[config.mk]
export PLATFORM = sky130hd
export DESIGN_NAME = uart_reg_bridge
export DESIGN_NICKNAME = d
export VERILOG_FILES = /design/src/rtl/urb_pkg.sv /design/src/rtl/urb_ctrl.sv /design/src/rtl/urb_datapath.sv /design/src/rtl/uart_reg_bridge.sv
export SDC_FILE = /design/constraint.sdc
export NUM_CORES = 1
export LEC_CHECK = 0
export BUFFER_PORTS_ARGS = -buffer_cell sky130_fd_sc_hd__buf_2
export CORE_UTILIZATION = 58
export CTS_CLUSTER_DIAMETER = 100
export DETAILED_ROUTE_END_ITERATION = 10
export PLACE_DENSITY = 0.86
export REMOVE_ABC_BUFFERS = 1
export SYNTH_ARGS = -nofsm -noshare
export SYNTH_HDL_FRONTEND = slang
export SYNTH_SLANG_ARGS = --single-unit
[constraint.sdc]
create_clock -name clk -period 6.3 [get_ports clk]
set_clock_uncertainty 0.1 [all_clocks]
set_input_delay 0.63 -clock clk [delete_from_list [all_inputs] [get_ports clk]]
set_output_delay 0.63 -clock clk [all_outputs]
set_load 0.02 [all_outputs]
[src/rtl/urb_pkg.sv]
package urb_pkg;
  localparam int FRAME_LEN = 13;
  localparam logic [7:0] SYNC_BYTE   = 8'hA5;
  localparam logic [7:0] PROBE_BYTE  = 8'h12;
  localparam logic [7:0] PROBE_REPLY = 8'h5A;
  localparam logic [7:0] ACK_BYTE    = 8'hAC;
  localparam logic [7:0] CMD_RD   = 8'd0;
  localparam logic [7:0] CMD_WR   = 8'd1;
  localparam logic [7:0] CMD_BRD  = 8'd2;
  localparam logic [7:0] CMD_BWR  = 8'd3;
  localparam logic [7:0] CMD_BAUD = 8'd5;

  typedef enum logic [1:0] {TX_PROBE, TX_ACK, TX_DATA} txSel_e;

  typedef enum logic [3:0] {
    S_HUNT, S_PROBE, S_HDR, S_CHECK, S_ACK, S_WRREG,
    S_RDREQ, S_RDWAIT, S_SEND, S_WRRX, S_ACK2, S_BAUD
  } state_e;

  typedef struct packed {
    logic   clrHdr;
    logic   takeHdr;
    logic   startXfer;
    logic   wrReg;
    logic   latchRd;
    logic   advTx;
    logic   takeWr;
    txSel_e txSel;
  } ctrlStrobe_t;
endpackage

[src/rtl/urb_ctrl.sv]
module urb_ctrl
  import urb_pkg::*;
(
  input  logic        clk,
  input  logic        rstN,
  input  logic        rxValid,
  input  logic [7:0]  rxData,
  input  logic        txReady,
  input  logic        hdrLast,
  input  logic        frameOk,
  input  logic [7:0]  cmdCode,
  input  logic        blkZero,
  input  logic        cntOne,
  input  logic        laneLast,
  output ctrlStrobe_t strobe,
  output logic        rxReady,
  output logic        txValid,
  output logic        regRe,
  output logic        baudStrobe
);
  state_e state, nextState;

  always_ff @(posedge clk or negedge rstN) begin
    if (!rstN) state <= S_HUNT;
    else       state <= nextState;
  end

  always_comb begin
    nextState  = state;
    strobe     = '0;
    strobe.txSel = TX_DATA;
    rxReady    = 1'b0;
    txValid    = 1'b0;
    regRe      = 1'b0;
    baudStrobe = 1'b0;
    unique case (state)
      S_HUNT: begin
        rxReady = 1'b1;
        if (rxValid) begin
          if (rxData == PROBE_BYTE) nextState = S_PROBE;
          else if (rxData == SYNC_BYTE) begin
            strobe.clrHdr = 1'b1;
            nextState = S_HDR;
          end
        end
      end
      S_PROBE: begin
        txValid = 1'b1;
        strobe.txSel = TX_PROBE;
        if (txReady) nextState = S_HUNT;
      end
      S_HDR: begin
        rxReady = 1'b1;
        if (rxValid) begin
          strobe.takeHdr = 1'b1;
          if (hdrLast) nextState = S_CHECK;
        end
      end
      S_CHECK: nextState = frameOk ? S_ACK : S_HUNT;
      S_ACK: begin
        txValid = 1'b1;
        strobe.txSel = TX_ACK;
        if (txReady) begin
          strobe.startXfer = 1'b1;
          case (cmdCode)
            CMD_RD:  nextState = S_RDREQ;
            CMD_WR:  nextState = S_WRREG;
            CMD_BRD: nextState = blkZero ? S_HUNT : S_RDREQ;
            CMD_BWR: nextState = blkZero ? S_ACK2 : S_WRRX;
            default: nextState = S_BAUD;
          endcase
        end
      end
      S_WRREG: begin
        strobe.wrReg = 1'b1;
        nextState = S_HUNT;
      end
      S_RDREQ: begin
        regRe = 1'b1;
        nextState = S_RDWAIT;
      end
      S_RDWAIT: begin
        strobe.latchRd = 1'b1;
        nextState = S_SEND;
      end
      S_SEND: begin
        txValid = 1'b1;
        if (txReady) begin
          strobe.advTx = 1'b1;
          if (cntOne) nextState = S_HUNT;
          else if (cmdCode == CMD_BRD && laneLast) nextState = S_RDREQ;
        end
      end
      S_WRRX: begin
        rxReady = 1'b1;
        if (rxValid) begin
          strobe.takeWr = 1'b1;
          if (cntOne) nextState = S_ACK2;
        end
      end
      S_ACK2: begin
        txValid = 1'b1;
        strobe.txSel = TX_ACK;
        if (txReady) nextState = S_HUNT;
      end
      S_BAUD: begin
        baudStrobe = 1'b1;
        nextState = S_HUNT;
      end
      default: nextState = S_HUNT;
    endcase
  end
endmodule

[src/rtl/urb_datapath.sv]
module urb_datapath
  import urb_pkg::*;
#(
  parameter int DATA_W = 32,
  parameter int ADDR_W = 32,
  parameter int CNT_W  = 16
) (
  input  logic                clk,
  input  logic                rstN,
  input  ctrlStrobe_t         strobe,
  input  logic [7:0]          rxData,
  input  logic [DATA_W-1:0]   regRdata,
  output logic [ADDR_W-1:0]   regAddr,
  output logic [DATA_W-1:0]   regWdata,
  output logic [DATA_W/8-1:0] regStrb,
  output logic                regWe,
  output logic [7:0]          txData,
  output logic [DATA_W-1:0]   baudDivisor,
  output logic                hdrLast,
  output logic                frameOk,
  output logic [7:0]          cmdCode,
  output logic                blkZero,
  output logic                cntOne,
  output logic                laneLast
);
  localparam int LANES  = DATA_W / 8;
  localparam int LANE_W = $clog2(LANES);
  localparam int IDX_W  = $clog2(FRAME_LEN);
  localparam logic [IDX_W-1:0] LAST_IDX = IDX_W'(FRAME_LEN - 1);

  logic [IDX_W-1:0]  idx;
  logic [7:0]        csAcc;
  logic [CNT_W-1:0]  blkCnt, cnt;
  logic [ADDR_W-1:0] addr;
  logic [DATA_W-1:0] dataFld, word, wbuf, merged;
  logic [LANES-1:0]  wstrb, mstrb;
  logic [LANE_W-1:0] lane, rdLane;
  logic              flush, codeKnown;

  assign lane     = addr[LANE_W-1:0];
  assign rdLane   = cnt[LANE_W-1:0] - LANE_W'(1);
  assign laneLast = (lane == {LANE_W{1'b1}});
  assign cntOne   = (cnt == CNT_W'(1));
  assign blkZero  = (blkCnt == '0);
  assign hdrLast  = (idx == LAST_IDX);
  assign codeKnown = (cmdCode == CMD_RD) || (cmdCode == CMD_WR) || (cmdCode == CMD_BRD) ||
                     (cmdCode == CMD_BWR) || (cmdCode == CMD_BAUD);
  assign frameOk  = (csAcc == 8'h00) && codeKnown;

  always_comb begin
    merged = wbuf;
    merged[8*lane +: 8] = rxData;
    mstrb = wstrb;
    mstrb[lane] = 1'b1;
  end
  assign flush = laneLast || cntOne;

  assign regAddr     = {addr[ADDR_W-1:LANE_W], {LANE_W{1'b0}}};
  assign regWe       = strobe.wrReg || (strobe.takeWr && flush);
  assign regWdata    = strobe.wrReg ? dataFld : merged;
  assign regStrb     = strobe.wrReg ? {LANES{1'b1}} : mstrb;
  assign baudDivisor = dataFld;

  always_comb begin
    unique case (strobe.txSel)
      TX_PROBE: txData = PROBE_REPLY;
      TX_ACK:   txData = ACK_BYTE;
      default:  txData = (cmdCode == CMD_RD) ? word[8*rdLane +: 8] : word[8*lane +: 8];
    endcase
  end

  always_ff @(posedge clk or negedge rstN) begin
    if (!rstN) begin
      idx <= '0; csAcc <= '0; cmdCode <= '0; blkCnt <= '0; cnt <= '0;
      addr <= '0; dataFld <= '0; word <= '0; wbuf <= '0; wstrb <= '0;
    end else begin
      if (strobe.clrHdr) begin
        idx   <= IDX_W'(1);
        csAcc <= '0;
      end
      if (strobe.takeHdr) begin
        idx   <= idx + IDX_W'(1);
        csAcc <= csAcc ^ rxData;
        case (idx)
          IDX_W'(1): cmdCode <= rxData;
          IDX_W'(3): blkCnt[7:0]  <= rxData;
          IDX_W'(4): blkCnt[15:8] <= rxData;
          IDX_W'(5), IDX_W'(6), IDX_W'(7), IDX_W'(8):
            addr[8*(idx - IDX_W'(5)) +: 8] <= rxData;
          IDX_W'(9), IDX_W'(10), IDX_W'(11), IDX_W'(12):
            dataFld[8*(idx - IDX_W'(9)) +: 8] <= rxData;
          default: ;
        endcase
      end
      if (strobe.startXfer) begin
        cnt   <= (cmdCode == CMD_RD) ? CNT_W'(LANES) : blkCnt;
        wstrb <= '0;
      end
      if (strobe.latchRd) word <= regRdata;
      if (strobe.advTx) begin
        cnt <= cnt - CNT_W'(1);
        if (cmdCode != CMD_RD) addr <= addr + ADDR_W'(1);
      end
      if (strobe.takeWr) begin
        cnt  <= cnt - CNT_W'(1);
        addr <= addr + ADDR_W'(1);
        wbuf <= merged;
        wstrb <= flush ? '0 : mstrb;
      end
    end
  end
endmodule

[src/rtl/uart_reg_bridge.sv]
module uart_reg_bridge
  import urb_pkg::*;
#(
  parameter int DATA_W = 32,
  parameter int ADDR_W = 32,
  parameter int CNT_W  = 16
) (
  input  logic                clk,
  input  logic                rstN,
  input  logic                rxValid,
  input  logic [7:0]          rxData,
  output logic                rxReady,
  output logic                txValid,
  output logic [7:0]          txData,
  input  logic                txReady,
  output logic [ADDR_W-1:0]   regAddr,
  output logic [DATA_W-1:0]   regWdata,
  output logic [DATA_W/8-1:0] regStrb,
  output logic                regWe,
  output logic                regRe,
  input  logic [DATA_W-1:0]   regRdata,
  output logic                baudStrobe,
  output logic [DATA_W-1:0]   baudDivisor
);
  ctrlStrobe_t strobe;
  logic hdrLast, frameOk, blkZero, cntOne, laneLast;
  logic [7:0] cmdCode;

  urb_ctrl u_ctrl (
    .clk(clk), .rstN(rstN), .rxValid(rxValid), .rxData(rxData), .txReady(txReady),
    .hdrLast(hdrLast), .frameOk(frameOk), .cmdCode(cmdCode), .blkZero(blkZero),
    .cntOne(cntOne), .laneLast(laneLast), .strobe(strobe), .rxReady(rxReady),
    .txValid(txValid), .regRe(regRe), .baudStrobe(baudStrobe)
  );

  urb_datapath #(.DATA_W(DATA_W), .ADDR_W(ADDR_W), .CNT_W(CNT_W)) u_dp (
    .clk(clk), .rstN(rstN), .strobe(strobe), .rxData(rxData), .regRdata(regRdata),
    .regAddr(regAddr), .regWdata(regWdata), .regStrb(regStrb), .regWe(regWe),
    .txData(txData), .baudDivisor(baudDivisor), .hdrLast(hdrLast), .frameOk(frameOk),
    .cmdCode(cmdCode), .blkZero(blkZero), .cntOne(cntOne), .laneLast(laneLast)
  );
endmodule

## Word level (Yosys, flattened, before mapping)

Cells that the tools add are included.

| storage, ports and cells | value |
|---|---|
| register bits | 188 |
| bits in latches | 0 |
| RAM bits | 0 |
| memory bits (read-only) | 0 |
| input port bits | 44 |
| output and inout bits | 113 |
| logic and storage cells | 163 |
| memories | 0 |

| operators by class | value |
|---|---|
| add/sub/neg operators | 9 |
| multiply operators | 0 |
| divide/modulo/power cells | 0 |
| order comparisons | 2 |
| equality and inequality tests | 41 |
| shift operators | 8 |
| mux-type cells | 59 |
| bitwise operators | 2 |
| reduce and logical (&&, ||, !) cells | 30 |

Operators by type and width:

| cell | number |
|---|---|
| $mux 32 | 6 |
| $shift 8x34->32 const A | 3 |
| $shiftx 8x34->32 | 3 |
| $bwmux 32 | 3 |
| $mux 4 | 18 |
| $neg 32->34 | 2 |
| $mux 16 | 4 |
| $shiftx 32x6->8 | 2 |
| $eq 4x4->1 const B | 9 |
| $pmux 4 s9 | 1 |
| $neg 5->34 | 1 |
| $add 32x1->32 const B | 1 |
| $eq 4x3->1 const B | 8 |
| $mux 8 | 3 |
| $mux 1 | 17 |
| $eq 16x1->1 const B | 1 |
| $eq 8x2->1 const B | 2 |
| $logic_not 16->1 | 1 |
| $logic_not 8->1 | 2 |
| $pmux 4 s4 | 1 |
| $pmux 8 s2 | 1 |
| $sub 16x1->16 const B | 1 |
| $eq 4x2->1 const B | 3 |
| $ne 2x2->1 const B | 6 |
| 33 further kinds | 52 |

## Longest topological paths before layout

| depth | value |
|---|---|
| depth in word-level cells | 9 |
| mapped depth | 18 |
| depth with buffers taken out | 14 |

## By module

Synthesis repeated with hierarchy kept, for this count alone.

| unflattened totals | value |
|---|---|
| cell total of the unflattened synthesis | 1200 |
| area total of the unflattened synthesis | 11208.2 um2 |

By module, submodules not included:

| module | times used | cells an instance | area an instance (um2) | seq. area each (um2) |
|---|---|---|---|---|
| urb_datapath | 1 | 1111 | 10558.9 | 4604.4 |
| urb_ctrl | 1 | 89 | 649.4 | 100.1 |

## Worst setup path after synthesis

OpenSTA, ideal clock, no wires.

| path | value |
|---|---|
| kind | register -> register |
| start point | register u_dp.idx[0] |
| end point | register u_dp.dataFld[10] (netlist: u_dp.baudDivisor[10]) |
| library setup time | 0.125 ns |
| arrival | 3.921 ns |
| slack | 2.154 ns |
| cell stages (with the launch flop) | 15 |
| clock period less this slack | 4.146 ns |
| cell sequence | dfrtp_1 clkbuf_1 clkbuf_1 inv_1 ha_1 clkbuf_1 nand3_1 or3_1 ha_1 or4_1 nor3b_1 and2_1 buf_2 nand3_2 mux2_2 |

| on the way | value |
|---|---|
| longest elaborated chain between the ends | 4 |
| elaborated cells between the ends (all ways) | 11 |
| those cells by class | 2 x add/sub; 4 x eq/ne; 2 x shift; 1 x mux; 2 x reduce/logical |

Ends and longest elaborated chain:

| what | line | source |
|---|---|---|
| start: declaration | urb_datapath.sv:31 | `logic [IDX_W-1:0] idx;` |
| start signal: assignment | urb_datapath.sv:82 | `idx <= idx + IDX_W'(1);` |
| $sub 4x4->5 | urb_datapath.sv:91 | `dataFld[8*(idx - IDX_W'(9)) +: 8] <= rxData;` |
| $neg 32->34 | urb_datapath.sv:91 |  |
| $shiftx 8x34->32 / $shift 8x34->32 (equally long branches) | urb_datapath.sv:91 |  |
| $bwmux 32 | urb_datapath.sv:91 |  |
| end signal: indexed assignment | urb_datapath.sv:91 |  |
| end: declaration | urb_datapath.sv:35 | `logic [DATA_W-1:0] dataFld, word, wbuf, merged;` |

Parallel ways exist; a longest one is shown, timed or not.
A chain may end at the register's enable or synchronous reset.

## Final worst setup path

| path | value |
|---|---|
| start point | register u_dp.idx[0] |
| end point | register u_dp.dataFld[15] (netlist: u_dp.baudDivisor[15]) |

The elaborated chain is that of the path after synthesis.

==> flow_summary.yaml <==
cells_and_area:
  seq_area_mm2: 0.00470
  nets: 1309
  postLayoutCoreUtil_pct: 66.3
  mostFrequentLayoutCell: "dfrtp_1"
  multiInputGateArea_mm2: 0.00559
  fill_cells: 1401
  layout_common_cells: "dfrtp_1 (188), buf_2 (153), nand2_1 (135)"
  area_delta_synth_final_pct: 10.2
  layout-drive-gt1-share_pct: 21.6
  num_antenna_cells: 0
routing:
  vias: 9507
  drcViolationCount: 0
  wl_um: 29200
  viasPerCell: 6.44
  first_iter_violations: 1020
  first_pass_iters: 7
  wl_per_cell_um: 19.8
  antenna_left: 0
critical_path:
  cp_slowest_cell: "dfrtp_1"
  crit_chain: "inv_1 > ha_1 > nand3_1 > or3_1 > ha_1 > or4_1 > nor3b_1 > and2_1 > nand3_2 > mux2_2"
  crit_path_end_kind: "flip-flop"
  crit_path_start_kind: "flip-flop"
  cp_data_arrival_time_ns: 4.78
  worstPathRequired_ns: 6.53
  critical_path.max_stage_delay_ns: 0.75
  cp.depth: 10
  path_max_fanout: 20
  worstRegToRegCells: 10
  cp_common_cell: "ha_1"
  cpLargestDelayFamily: "simple AND/OR/NAND/NOR gates"
  crit_buf_inv: 1
  critPathKind: "reg -> reg"
flow_run:
  drv_cap: 0
timing:
  grt_setup_unrepaired: "no"
  worstMarginPinSlew_ns: 1.21
  fin_tns_setup_ns: 0
  finalCritPeriodShare_pct: 72.2
  relSlewSlack_pct: 18.6
  timing_hold_violations_final: 0
  finalMaxSlewViolations: 0
  period_minus_slack_ns: 4.55
  setup_viol: 0
  worst_hold_slack_ns: 0.0598
  fmax_mhz: 220
cts:
  cts_made_buffers: 17
  htreeDepth: 4
  cts_tree: "done"
  cts_resized: 0
  clockBufferDepth: 2
  clock-root-buffer: "clkbuf_16"
  ctsHoldBuffers: 0
  clk_pin_slew_worst_paths_ns: 0.07
  post_cts_buffers: 0
  numClockSinks: 188
  clk_latency_ns: 0.44
outcome:
  outcome: "completed"
synth:
  synthCells: 1165
  synth-seq-cells: 188
  synth.yosys.seq_area_share_pct: 42.8
  syn_area_mm2: 0.0110
  ys_warn_count: 0
  async_flop_share_pct: 100
  ys_types: 80
  ys.flop_type: "dfrtp_1"
  syn_avg_cell_area_um2: 9.43
  synth_edf_count: 0
pwr:
  leakage_nw: 5.79
  vdd_ir_drop_max_mv: 0.209
  power_density_mw_per_mm2: 299
die:
  die_x_um: 140
  top_level_ports: 157
  die_area_mm2: 0.0195
  core_region_area_mm2: 0.0183
  start_util_pct: 60.1
  die_h_um: 140
  rows: 49
placed_design:
  io_buffer_count: 154
  place_congestion: 0.949
  dp_hpwl_um: 19600
grt:
  grt_first_pass_wirelength_um: 47200
  grt_overflow: 0
  grt_max_degree: 75
  track_usage_pct: 30.6
  grt_pass1_vias: 9267
  antenna_found_initial: 0
worst_hold_path:
  min_path_type: "in -> async"
## metrics by stage
step / std cells / instance area [µm²] / power, mW / worst slack [ns]
floorplan: 1059 / 10400 / 2.20 / 2.19
global placement: 1446 / 11500 / 2.48 / 2.12
detailed placement: 1446 / 11500 / 2.52 / 1.95
CTS: 1477 / 12100 / 3.59 / 1.86
global route: 1477 / 12100 / 3.78 / 1.51
finish: 1477 / 12100 / 3.62 / 1.75
## where the power goes
part           total, mW  switching (mW)  internal [mW]
clock network       1.07           0.480          0.593
registers           1.50           0.169           1.33
logic               1.05           0.648          0.399
## registers in the layout, indices dropped and copies added (netlist names)
name and cells:
u_dp.cmdCode 8, u_dp.idx 4, u_dp.addr 32, u_dp.blkCnt 16
u_ctrl.state 4, u_dp.wbuf 32, u_dp.cnt 16, u_dp.csAcc 8
u_dp.word 32, u_dp.baudDivisor 32, u_dp.wstrb 4
## layout make-up
cell class / instances / area share, %
inverters: 40 / 1.24
repair buffers: 158 / 6.69
flip-flops and latches: 188 / 38.9
clock inverters: 11 / 0.982
clock buffers: 20 / 3.69
multi-input cells: 831 / 46.2
well taps: 229 / 2.37
## Yosys cell counts, types with 3 or more instances
library cell / n / area [µm²]
a211o_1: 3 / 26.3
a211oi_1: 15 / 113
a21o_1: 10 / 75.1
a21oi_1: 57 / 285
a221oi_1: 13 / 114
a22o_1: 38 / 333
a31oi_1: 3 / 18.8
and2_1: 13 / 81.3
and3_1: 8 / 50.1
and4_1: 17 / 149
buf_1: 7 / 26.3
buf_2: 9 / 45.0
buf_4: 32 / 240
clkbuf_1: 57 / 214
dfrtp_1: 188 / 4700
ha_1: 29 / 363
inv_1: 40 / 150
mux2_2: 61 / 687
mux2i_1: 23 / 230
nand2_1: 135 / 507
nand2b_1: 6 / 37.5
nand3_1: 38 / 190
nand4_1: 14 / 87.6
nand4b_1: 5 / 43.8
nor2_1: 39 / 146
nor2b_1: 37 / 231
nor3_1: 55 / 275
nor3b_1: 3 / 22.5
nor4_1: 20 / 125
nor4b_1: 6 / 52.6
o211ai_1: 13 / 97.6
o21a_1: 5 / 37.5
o21ai_0: 70 / 350
o311ai_0: 7 / 61.3
o31ai_1: 4 / 30.0
or2_2: 4 / 25.0
or3_1: 19 / 119
or4_1: 3 / 22.5
xnor2_1: 4 / 35.0
xor2_1: 3 / 26.3
## cell families (layout without fill, tap and decap cells)
group	after synthesis	in the layout	synth area share, %
xor gates and xnor gates	8	8	0.775
muxes	88	88	8.97
AOI/OAI and AO/OA	267	267	16.5
other	1	2	0.0341
buffers and inverters	147	229	6.36
DFF	188	188	42.8
and+or+nand+nor	437	437	21.2
adders and majority gates	29	29	3.30
## routing by layer
| layer | wire, µm | share of wire (%) | track usage (%) | vias to the layer above |
|---|---|---|---|---|
| met1 | 12100 | 41 | 40.6 | 4633 |
| met5 | 0 | 0 | 0 | - |
| met4 | 810 | 2.8 | 12.7 | 0 |
| met3 | 2330 | 8.0 | 6.37 | 83 |
| li1 | - | - | - | 4365 |
| met2 | 14000 | 48 | 49.0 | 426 |
## final timing paths
kind	from	end	slack [ns]
max reg2reg	u_dp.idx[0]$_DFFE_PN0P_	u_dp.baudDivisor[15]$_DFFE_PN0P_	1.75
max	u_dp.idx[0]$_DFFE_PN0P_	u_dp.baudDivisor[15]$_DFFE_PN0P_	1.75
min reg2reg	u_dp.cmdCode[6]$_DFFE_PN0P_	u_dp.cmdCode[6]$_DFFE_PN0P_	0.39
max in group asynchronous	rstN	u_dp.word[21]$_DFFE_PN0P_	4.74
min	rstN	u_dp.cnt[15]$_DFFE_PN0P_	0.06
min in group clk	regRdata[15]	u_dp.word[15]$_DFFE_PN0P_	0.32
Note: power is estimated with default switching activity, not from simulation.
